[src/rtl/pd_pkg.sv]
// Shared types for the patch dispatcher.
// Assumes nothing beyond a 2-bit per-thread state code.
package pd_pkg;
    typedef enum logic [1:0] {
        TH_READY   = 2'd0,
        TH_RUNNING = 2'd1,
        TH_TRACING = 2'd2,
        TH_DONE    = 2'd3
    } th_state_e;
endpackage

[src/rtl/pd_pick_low.sv]
// Fixed-priority picker: grants the lowest set bit of req.
// Assumes N >= 2. Purely combinational.
module pd_pick_low #(
    parameter int N  = 4,
    parameter int IW = $clog2(N)
) (
    input  logic [N-1:0]  req,
    output logic [N-1:0]  gnt,
    output logic [IW-1:0] idx,
    output logic          any
);
    // Scan from the top so the lowest requester is assigned last and wins.
    always_comb begin
        gnt = '0;
        idx = '0;
        any = 1'b0;
        for (int i = N - 1; i >= 0; i--) begin
            if (req[i]) begin
                gnt    = '0;
                gnt[i] = 1'b1;
                idx    = i[IW-1:0];
                any    = 1'b1;
            end
        end
    end
endmodule

[src/rtl/pd_tid_fifo.sv]
// FIFO of thread indices, DEPTH a power of two equal to the thread count.
// load_all fills it with 0..DEPTH-1 in one cycle. Assumes the caller never
// pushes when full or pops when empty (guaranteed by thread conservation).
module pd_tid_fifo #(
    parameter int DEPTH = 32,
    parameter int AW    = $clog2(DEPTH)
) (
    input  logic          clk,
    input  logic          rst_n,
    input  logic          load_all,
    input  logic          push,
    input  logic [AW-1:0] push_id,
    input  logic          pop,
    output logic [AW-1:0] head_id,
    output logic          empty,
    output logic [AW:0]   level
);
    logic [AW-1:0] mem [DEPTH];
    logic [AW-1:0] rd_ptr, wr_ptr;

    // Storage writes: bulk load of all indices, or a single push.
    always_ff @(posedge clk) begin
        if (load_all) begin
            for (int i = 0; i < DEPTH; i++) mem[i] <= i[AW-1:0];
        end else if (push) begin
            mem[wr_ptr] <= push_id;
        end
    end

    // Pointer and occupancy upkeep.
    always_ff @(posedge clk) begin
        if (!rst_n) begin
            rd_ptr <= '0;
            wr_ptr <= '0;
            level  <= '0;
        end else if (load_all) begin
            rd_ptr <= '0;
            wr_ptr <= '0;
            level  <= (AW+1)'(DEPTH);
        end else begin
            if (push) wr_ptr <= wr_ptr + 1'b1;
            if (pop)  rd_ptr <= rd_ptr + 1'b1;
            level <= level + (AW+1)'(push) - (AW+1)'(pop);
        end
    end

    assign head_id = mem[rd_ptr];
    assign empty   = (level == '0);
endmodule

[src/rtl/patch_dispatcher.sv]
// Patch dispatcher: schedules one patch of NUM_THREADS threads onto NUM_CC
// compute cores and NUM_IC intersection cores. Threads move ready queue ->
// compute core -> (trace queue -> intersection core -> ready queue)* -> done.
// Assumes cores hold each request until acked, and raise requests only
// while holding a thread. NUM_THREADS must be a power of two.
module patch_dispatcher #(
    parameter int NUM_THREADS = 32,
    parameter int NUM_CC      = 4,
    parameter int NUM_IC      = 8,
    parameter int PIX_W       = 16,
    parameter int PC_W        = 12,
    localparam int TID_W      = $clog2(NUM_THREADS)
) (
    input  logic                      clk,
    input  logic                      rst_n,
    input  logic                      patch_valid,
    input  logic [PIX_W-1:0]          patch_base_pix,
    output logic                      patch_ready,
    output logic                      patch_done,
    output logic [NUM_CC-1:0]         cc_start,
    output logic [NUM_CC*TID_W-1:0]   cc_tid,
    output logic [NUM_CC*PIX_W-1:0]   cc_pix,
    output logic [NUM_CC*PC_W-1:0]    cc_pc,
    input  logic [NUM_CC-1:0]         cc_trace,
    input  logic [NUM_CC-1:0]         cc_fin,
    input  logic [NUM_CC*PC_W-1:0]    cc_resume_pc,
    output logic [NUM_CC-1:0]         cc_ack,
    output logic [NUM_IC-1:0]         ic_start,
    output logic [NUM_IC*TID_W-1:0]   ic_tid,
    input  logic [NUM_IC-1:0]         ic_done,
    output logic [NUM_IC-1:0]         ic_ack
);
    import pd_pkg::*;

    localparam int CCW = $clog2(NUM_CC);
    localparam int ICW = $clog2(NUM_IC);
    localparam int CNT_W = TID_W + 1;

    logic                     active;
    logic [PIX_W-1:0]         base_q;
    logic [CNT_W-1:0]         retired;
    logic [NUM_CC-1:0]        cc_busy;
    logic [NUM_IC-1:0]        ic_busy;
    logic [TID_W-1:0]         cc_thr [NUM_CC];
    logic [TID_W-1:0]         ic_thr [NUM_IC];
    logic [PIX_W-1:0]         cc_pix_q [NUM_CC];
    logic [PC_W-1:0]          cc_pc_q [NUM_CC];
    logic [NUM_THREADS-1:0][1:0] th_st;
    logic [PC_W-1:0]          th_pc [NUM_THREADS];

    logic accept;
    assign accept      = patch_valid && !active;
    assign patch_ready = !active;

    // Ready and trace queues.
    logic             rq_push, rq_pop, rq_empty, tq_push, tq_pop, tq_empty;
    logic [TID_W-1:0] rq_in, rq_head, tq_in, tq_head;
    logic [TID_W:0]   rq_lvl, tq_lvl;

    pd_tid_fifo #(.DEPTH(NUM_THREADS)) u_rq (
        .clk(clk), .rst_n(rst_n), .load_all(accept),
        .push(rq_push), .push_id(rq_in), .pop(rq_pop),
        .head_id(rq_head), .empty(rq_empty), .level(rq_lvl));

    pd_tid_fifo #(.DEPTH(NUM_THREADS)) u_tq (
        .clk(clk), .rst_n(rst_n), .load_all(1'b0),
        .push(tq_push), .push_id(tq_in), .pop(tq_pop),
        .head_id(tq_head), .empty(tq_empty), .level(tq_lvl));

    // Arbiters: free compute core, compute request, free ic core, ic return.
    logic [NUM_CC-1:0] cc_sel;
    logic [CCW-1:0]    cc_sel_idx, ev_idx;
    logic              cc_free_any, ev_any;
    logic [NUM_IC-1:0] ic_sel;
    logic [ICW-1:0]    ic_sel_idx, ret_idx;
    logic              ic_free_any, ret_any;

    pd_pick_low #(.N(NUM_CC)) u_cc_free (
        .req(~cc_busy), .gnt(cc_sel), .idx(cc_sel_idx), .any(cc_free_any));
    pd_pick_low #(.N(NUM_CC)) u_cc_evt (
        .req((cc_trace | cc_fin) & cc_busy), .gnt(cc_ack), .idx(ev_idx), .any(ev_any));
    pd_pick_low #(.N(NUM_IC)) u_ic_free (
        .req(~ic_busy), .gnt(ic_sel), .idx(ic_sel_idx), .any(ic_free_any));
    pd_pick_low #(.N(NUM_IC)) u_ic_ret (
        .req(ic_done & ic_busy), .gnt(ic_ack), .idx(ret_idx), .any(ret_any));

    logic             cc_disp, ic_disp, ev_trace, ev_fin;
    logic [TID_W-1:0] ev_tid, ret_tid;
    logic [PC_W-1:0]  ev_pc;

    // Decode of this cycle's dispatches and acknowledged events.
    always_comb begin
        cc_disp  = active && cc_free_any && !rq_empty;
        ic_disp  = ic_free_any && !tq_empty;
        ev_tid   = cc_thr[ev_idx];
        ev_pc    = cc_resume_pc[ev_idx*PC_W +: PC_W];
        ev_trace = ev_any && cc_trace[ev_idx];
        ev_fin   = ev_any && !cc_trace[ev_idx];
        ret_tid  = ic_thr[ret_idx];
        rq_pop   = cc_disp;
        rq_push  = ret_any;
        rq_in    = ret_tid;
        tq_pop   = ic_disp;
        tq_push  = ev_trace;
        tq_in    = ev_tid;
    end

    // Patch lifecycle: accept, retire count, completion pulse.
    always_ff @(posedge clk) begin
        if (!rst_n) begin
            active     <= 1'b0;
            base_q     <= '0;
            retired    <= '0;
            patch_done <= 1'b0;
        end else begin
            patch_done <= 1'b0;
            if (accept) begin
                active  <= 1'b1;
                base_q  <= patch_base_pix;
                retired <= '0;
            end else if (ev_fin) begin
                retired <= retired + 1'b1;
                if (retired == CNT_W'(NUM_THREADS - 1)) begin
                    active     <= 1'b0;
                    patch_done <= 1'b1;
                end
            end
        end
    end

    // Per-thread state and saved resume PC.
    always_ff @(posedge clk) begin
        if (!rst_n) begin
            for (int t = 0; t < NUM_THREADS; t++) begin
                th_st[t] <= TH_DONE;
                th_pc[t] <= '0;
            end
        end else if (accept) begin
            for (int t = 0; t < NUM_THREADS; t++) begin
                th_st[t] <= TH_READY;
                th_pc[t] <= '0;
            end
        end else begin
            if (cc_disp)  th_st[rq_head] <= TH_RUNNING;
            if (ev_trace) begin
                th_st[ev_tid] <= TH_TRACING;
                th_pc[ev_tid] <= ev_pc;
            end
            if (ev_fin)   th_st[ev_tid]  <= TH_DONE;
            if (ret_any)  th_st[ret_tid] <= TH_READY;
        end
    end

    // Compute core slots: occupancy, launch pulse and launch fields.
    always_ff @(posedge clk) begin
        if (!rst_n) begin
            cc_busy  <= '0;
            cc_start <= '0;
            for (int k = 0; k < NUM_CC; k++) begin
                cc_thr[k]   <= '0;
                cc_pix_q[k] <= '0;
                cc_pc_q[k]  <= '0;
            end
        end else begin
            cc_busy  <= (cc_busy & ~cc_ack) | (cc_disp ? cc_sel : '0);
            cc_start <= cc_disp ? cc_sel : '0;
            if (cc_disp) begin
                cc_thr[cc_sel_idx]   <= rq_head;
                cc_pix_q[cc_sel_idx] <= base_q + PIX_W'(rq_head);
                cc_pc_q[cc_sel_idx]  <= th_pc[rq_head];
            end
        end
    end

    // Intersection core slots: occupancy, launch pulse and thread index.
    always_ff @(posedge clk) begin
        if (!rst_n) begin
            ic_busy  <= '0;
            ic_start <= '0;
            for (int k = 0; k < NUM_IC; k++) ic_thr[k] <= '0;
        end else begin
            ic_busy  <= (ic_busy & ~ic_ack) | (ic_disp ? ic_sel : '0);
            ic_start <= ic_disp ? ic_sel : '0;
            if (ic_disp) ic_thr[ic_sel_idx] <= tq_head;
        end
    end

    // Flatten per-core fields onto the output buses.
    for (genvar k = 0; k < NUM_CC; k++) begin : g_cc_out
        assign cc_tid[k*TID_W +: TID_W] = cc_thr[k];
        assign cc_pix[k*PIX_W +: PIX_W] = cc_pix_q[k];
        assign cc_pc[k*PC_W +: PC_W]    = cc_pc_q[k];
    end
    for (genvar k = 0; k < NUM_IC; k++) begin : g_ic_out
        assign ic_tid[k*TID_W +: TID_W] = ic_thr[k];
    end
endmodule

[config.mk]
export PLATFORM = sky130hd
export DESIGN_NAME = patch_dispatcher
export DESIGN_NICKNAME = d
export VERILOG_FILES = /design/src/rtl/pd_pkg.sv /design/src/rtl/pd_pick_low.sv /design/src/rtl/pd_tid_fifo.sv /design/src/rtl/patch_dispatcher.sv
export SDC_FILE = /design/constraint.sdc
export NUM_CORES = 2
export LEC_CHECK = 0
export CAP_MARGIN = 20
export CORE_UTILIZATION = 55
export DETAILED_ROUTE_END_ITERATION = 10
export DONT_BUFFER_PORTS = 1
export PLACE_DENSITY = 0.73
export SLEW_MARGIN = 25
export SYNTH_ARGS = -nofsm -noshare
export SYNTH_HDL_FRONTEND = slang
export SYNTH_SLANG_ARGS = --single-unit
export TNS_END_PERCENT = 10
[constraint.sdc]
create_clock -name clk -period 6.4 [get_ports clk]
set_input_delay 1.28 -clock clk [delete_from_list [all_inputs] [get_ports clk]]
set_output_delay 1.28 -clock clk [all_outputs]
set_load 0.03 [all_outputs]
# Word-level counts from Yosys, hierarchy flattened
# Memory sizes are Yosys's and may differ from the RTL's. A register that Yosys moved wholly into a read port is not among the register bits.
# Cells that the tools add are included.
[totals]
regBits = 80
ram_bits = 876
input_bits = 83
n_memories = 7
[op_classes]
n_addsub = 10
multipliers = 1
n_lt_le_gt_ge = 1
eq_ne = 1
n_shift = 1
muxes = 154
bitwise_logic = 45
n_reduce_logical = 23
[memory_table]
columns = ["name", "words", "word_bits", "rd", "rd_ports_with_merged_regs", "wr", "line_no", "rtl"]
rows = [
  ["th_pc", 32, 12, 1, 0, 32, "patch_dispatcher.sv:49", "logic [PC_W-1:0] th_pc [NUM_THREADS];"],
  ["u_rq.mem", 32, 5, 1, 1, 32, "pd_tid_fifo.sv:18", "logic [AW-1:0] mem [DEPTH];"],
  ["u_tq.mem", 32, 5, 1, 1, 1, "pd_tid_fifo.sv:18", ""],
  ["cc_pix_q", 4, 16, 4, 0, 4, "patch_dispatcher.sv:46", "logic [PIX_W-1:0] cc_pix_q [NUM_CC];"],
  ["cc_pc_q", 4, 12, 4, 0, 4, "patch_dispatcher.sv:47", "logic [PC_W-1:0] cc_pc_q [NUM_CC];"],
  ["ic_thr", 8, 5, 9, 0, 8, "patch_dispatcher.sv:45", "logic [TID_W-1:0] ic_thr [NUM_IC];"],
  ["+1 memories", "n/a", "n/a", "n/a", "n/a", "n/a", "n/a", ""],
]
[op_table]
columns = ["cell", "n"]
rows = [
  ["$mux 12", 34],
  ["$mux 8", 17],
  ["$mux 1", 54],
  ["$mux 3", 17],
  ["$shiftx 48x7->12", 1],
  ["$mux 5", 9],
  ["$mux 4", 9],
  ["$or 1x1->1", 32],
  ["$reduce_or 12->1", 2],
  ["$mux 2", 11],
  ["$add 5x1->5 const B", 4],
  ["$add 16x5->16", 1],
  ["$and 8x8->8", 2],
  ["$mux 16", 1],
  ["$not 8->8", 2],
  ["$reduce_or 16->1", 1],
  ["$reduce_or 5->1", 3],
  ["$add 6x1->6", 2],
  ["$logic_not 6->1", 2],
  ["$sub 6x1->6", 2],
  ["$and 4x4->4", 2],
  ["$not 4->4", 2],
  ["$or 4x4->4", 2],
  ["$or 8x8->8", 1],
  ["other kinds (13)", 23],
]

# Depth between registers and ports, before layout
[depth]
depth_word = 15
ltp_mapped = 21

# Cells and area by module
# Synthesis repeated with hierarchy kept, for this count alone.
[unflattened]
cells_unflattened = 3493
hier_area_um2 = 44328.8
[modules_own_cells]
columns = ["mod", "instances", "cells_each", "area_each_um2", "seq_area_each_um2"]
rows = [
  ["patch_dispatcher", 1, 2071, 26469.1, 17656.9],
  ["pd_tid_fifo", 2, 678, 8709.6, 5225.0],
  ["pd_pick_low (u_ic_free ...)", 2, 22, 158.9, 0.0],
  ["pd_pick_low (u_cc_evt ...)", 2, 11, 61.3, 0.0],
]

# Least setup slack after synthesis
# Ideal clock, no wire load.
[synth_path]
path_kind = "in2reg"
start = "input port cc_fin[1]"
end = "memory th_pc[5][0] (enable)"
arrival_time_ns = 3.994
slack_ns = 2.055
cell_stages = 12
n_path_buf = 2
cell_sequence = "o21ai_0 o21ai_1 nand2_1 buf_2 mux2i_1 mux2_2 inv_1 nand2_1 nor2_1 nand2_1 clkbuf_1 nand2_1"
[synth_lines]
columns = ["element", "line_no", "rtl"]
rows = [
  ["start: declaration", "patch_dispatcher.sv:25", "input logic [NUM_CC-1:0] cc_fin,"],
  ["end: declaration", "patch_dispatcher.sv:49", ""],
]

==> reports/qor.txt <==
DR vias/cell = 6.231
clock-pin transition on the worst setup and hold timing paths = 0.06 ns
Yosys cell types = 75
CTS buffer count = 93
# clock sinks = 966
Min-Delay Path Class = reg -> reg
global-route wire length before repair = 158900 um
worst skew pair latency = 0.65 ns
setup bufs post-CTS = 0
Yosys reg bits = 966
Pwr per Cell Area = 360.1 nW/um^2
worst slew pin tran = 1.133 ns
Mapped Area = 42130 sq um
post-synth net total = 3352
gr ovfl total = 0
most frequent cells in the layout = edfxtp_1, nor2_1, nand2_1
Synth Area per Inst = 13.03 sq um
Worst slew margin = 0.2411
Post-synth EDFFs = 876
Clock Root Buffer = clkbuf_16
I/O pin count = 281
Clk network pwr share = 0.349
PortBufs = 0
worst-path maximum fanout = 48
Maximum Capacitance Violations = 0
most common flop cell mapped by yosys = edfxtp_1
gpl congestion = 0.9403
Post-DRT Antenna Nets = 0
Post-Syn Instances = 3234
first-pass iteration count of the detailed router = 8
Seq pwr share = 0.459
pre-CTS setup slack = 1.263 ns
Max VDD drop = 0.2465 mV
initial drt markers = 3216
placed cells = 4061
setup TNS = 0 ns
CP required = 6.77 ns
fraction of registers with async set or reset after synthesis = 0
final WL = 106700 um
Util after Layout = 0.6110
LEAKAGE = 16.60 nW
DR vias = 26389
cts hold-fix bufs = 0
initial antenna violation count = 2
area delta synth->final = 9.976%
filler cell count = 5536
Hold Crit Depth = 2
fin cells = 4235
Final min period = 5.090 ns
Max Transition Viols Final = 0
die extent in y = 278.8 um
number of global-route vias before repair = 25632
CTS H-tree depth = 3
Clock Path Buffers = 3
Reg2Reg Depth = 12
Setup crit end kind = register
core area = 75820 sq um
cts repair resizes = 0
Max Clock Skew = 0.01624 ns
WP data arrival = 5.46 ns
Combinational Power Share = 0.191
Net Sw Frac = 0.2894
DRC = 0
max frequency = 196.5 MHz
Die Area = 77700 sq um
CTS tree = done
fin nets = 3296
RSZ-0062 raised after global routing = no
Final Cycle Share = 0.7953
layout cells sized above 1 = 0.1186
HPWL after detailed placement = 71360 um
largest net degree at the start of global routing = 71
commonest non-fill, non-tap cell in the layout = edfxtp_1
row count = 101
register area share after synthesis = 0.6672
status = finished, final reports clean
setup ws final = 1.310 ns
Final Hold Fails = 0
die span in x = 278.8 um
Initial Util = 0.5556
all-layer global routing usage = 0.2724
crit start category = register
WL/cell = 25.20 um
Setup CP Type = reg -> reg
switching power = 4.829 mW
Synth Warn # = 0
Pint = 11.86 mW
Setup violations, final = 0
sequential cells by signal (all words and copies together), names as in the netlist, 8 cells and up, named ones only:
register,count
cc_thr,20
cc_pc_q,48
u_rq.mem,160
u_tq.mem,160
base_q,16
cc_pix_q,64
ic_busy,8
th_pc,384
ic_thr,40
ic_start,8
cell usage after synthesis (6+ instances only):
master,number,area [sq um]
edfxtp_1,876,26310
nor2_1,755,2834
nand2_1,352,1321
mux2i_1,278,2783
clkbuf_1,150,563.0
dfxtp_1,90,1802
mux4_2,85,1914
inv_1,71,266.5
nand3_1,43,215.2
a22oi_1,39,292.8
mux2_2,36,405.4
ha_1,32,400.4
a21oi_1,29,145.1
nor3_1,29,145.1
buf_2,24,120.1
buf_4,22,165.2
and2_1,21,131.4
xnor2_1,21,183.9
and3_1,20,125.1
a21boi_0,19,142.6
o21ai_0,19,95.09
nor2b_1,18,112.6
xor2_1,18,157.7
nand4_1,16,100.1
o21ai_1,14,70.07
o22ai_1,12,75.07
a221oi_1,9,78.83
buf_1,9,33.78
nand3b_1,8,60.06
a22o_1,7,61.31
nand2b_1,7,43.79
buf_6,6,67.56
path summary, 6_finish.rpt:
| kind | startpoint | end | slack [ns] |
|---|---|---|---|
| max | register | cc_pc_q[0][8]$_SDFFCE_PN0P_ | 1.31 |
| min | base_q[2]$_SDFFE_PN0P_ | base_q[2]$_SDFFE_PN0P_ | 0.49 |
| max reg2reg | register | cc_pc_q[0][8]$_SDFFCE_PN0P_ | 1.31 |
| min reg2reg | base_q[2]$_SDFFE_PN0P_ | base_q[2]$_SDFFE_PN0P_ | 0.49 |
final cells by class:
cell class / count / area, sq um / area share
clock inverter: 60 / 768.2 / 0.01658
multi-input combinational: 1979 / 12890 / 0.2782
inverter: 75 / 281.5 / 0.006076
antenna: 1 / 2.502 / 0.00005401
tap: 978 / 1224 / 0.02641
clock buffer: 113 / 2507 / 0.05412
sequential: 966 / 28110 / 0.6068
timing repair buffer: 63 / 545.5 / 0.01177
cells by family (layout without fill, tap and decap cells):
group | after synthesis | in the layout | synth area share
AO/OA/AOI/OAI | 208 | 208 | 0.03588
XOR/XNOR | 39 | 39 | 0.008108
adder cells (fa/ha/maj) | 35 | 35 | 0.01093
buffers and inverters | 289 | 311 | 0.03018
flip-flops | 966 | 966 | 0.6672
multiplexers | 399 | 399 | 0.1211
other | 0 | 1 | 0
AND/OR/NAND/NOR | 1298 | 1298 | 0.1266
metal layers:
layer  up-vias  part of all wire  GRT usage
li1      11478                 -          -
met1     13014              0.38     0.3641
met2      1651              0.47     0.4386
met3       242              0.11    0.05991
met4         4             0.036     0.1021
met5         -           0.00025          0
power by group through the flow:
stage	registers, mW	logic [mW]	clock network (mW)
6_report	7.67	3.19	5.83
5_1_grt	7.70	3.37	6.10
4_1_cts	7.67	3.15	5.86
3_5_place_dp	7.80	3.13	0
3_3_place_gp	7.78	3.03	0
2_1_floorplan	7.68	2.25	0
worst max-delay path, cell delays in order, from the launching register on:
cell and delay (ns):
dfxtp_4 0.88, buf_4 0.36, mux2i_1 0.11, a22oi_1 0.18
a21boi_0 0.16, nor4_2 0.59, buf_4 0.62, buf_4 0.48
mux2i_1 0.34, mux2_2 0.21, a221oi_1 0.08, a211oi_2 0.63
nor2_1 0.11
metrics by stage:
step                      cell area, sq um  power (mW)  hold WS (ns)
after global placement               42970       10.82        0.4630
after CTS                            46320       16.68        0.4895
after global routing                 46330       17.17        0.5152
after floorplan                      42130       9.930        0.4478
final                                46330       16.68        0.4864
after detailed placement             43040       10.93        0.4712
Note: power is estimated with default switching activity, not from simulation.
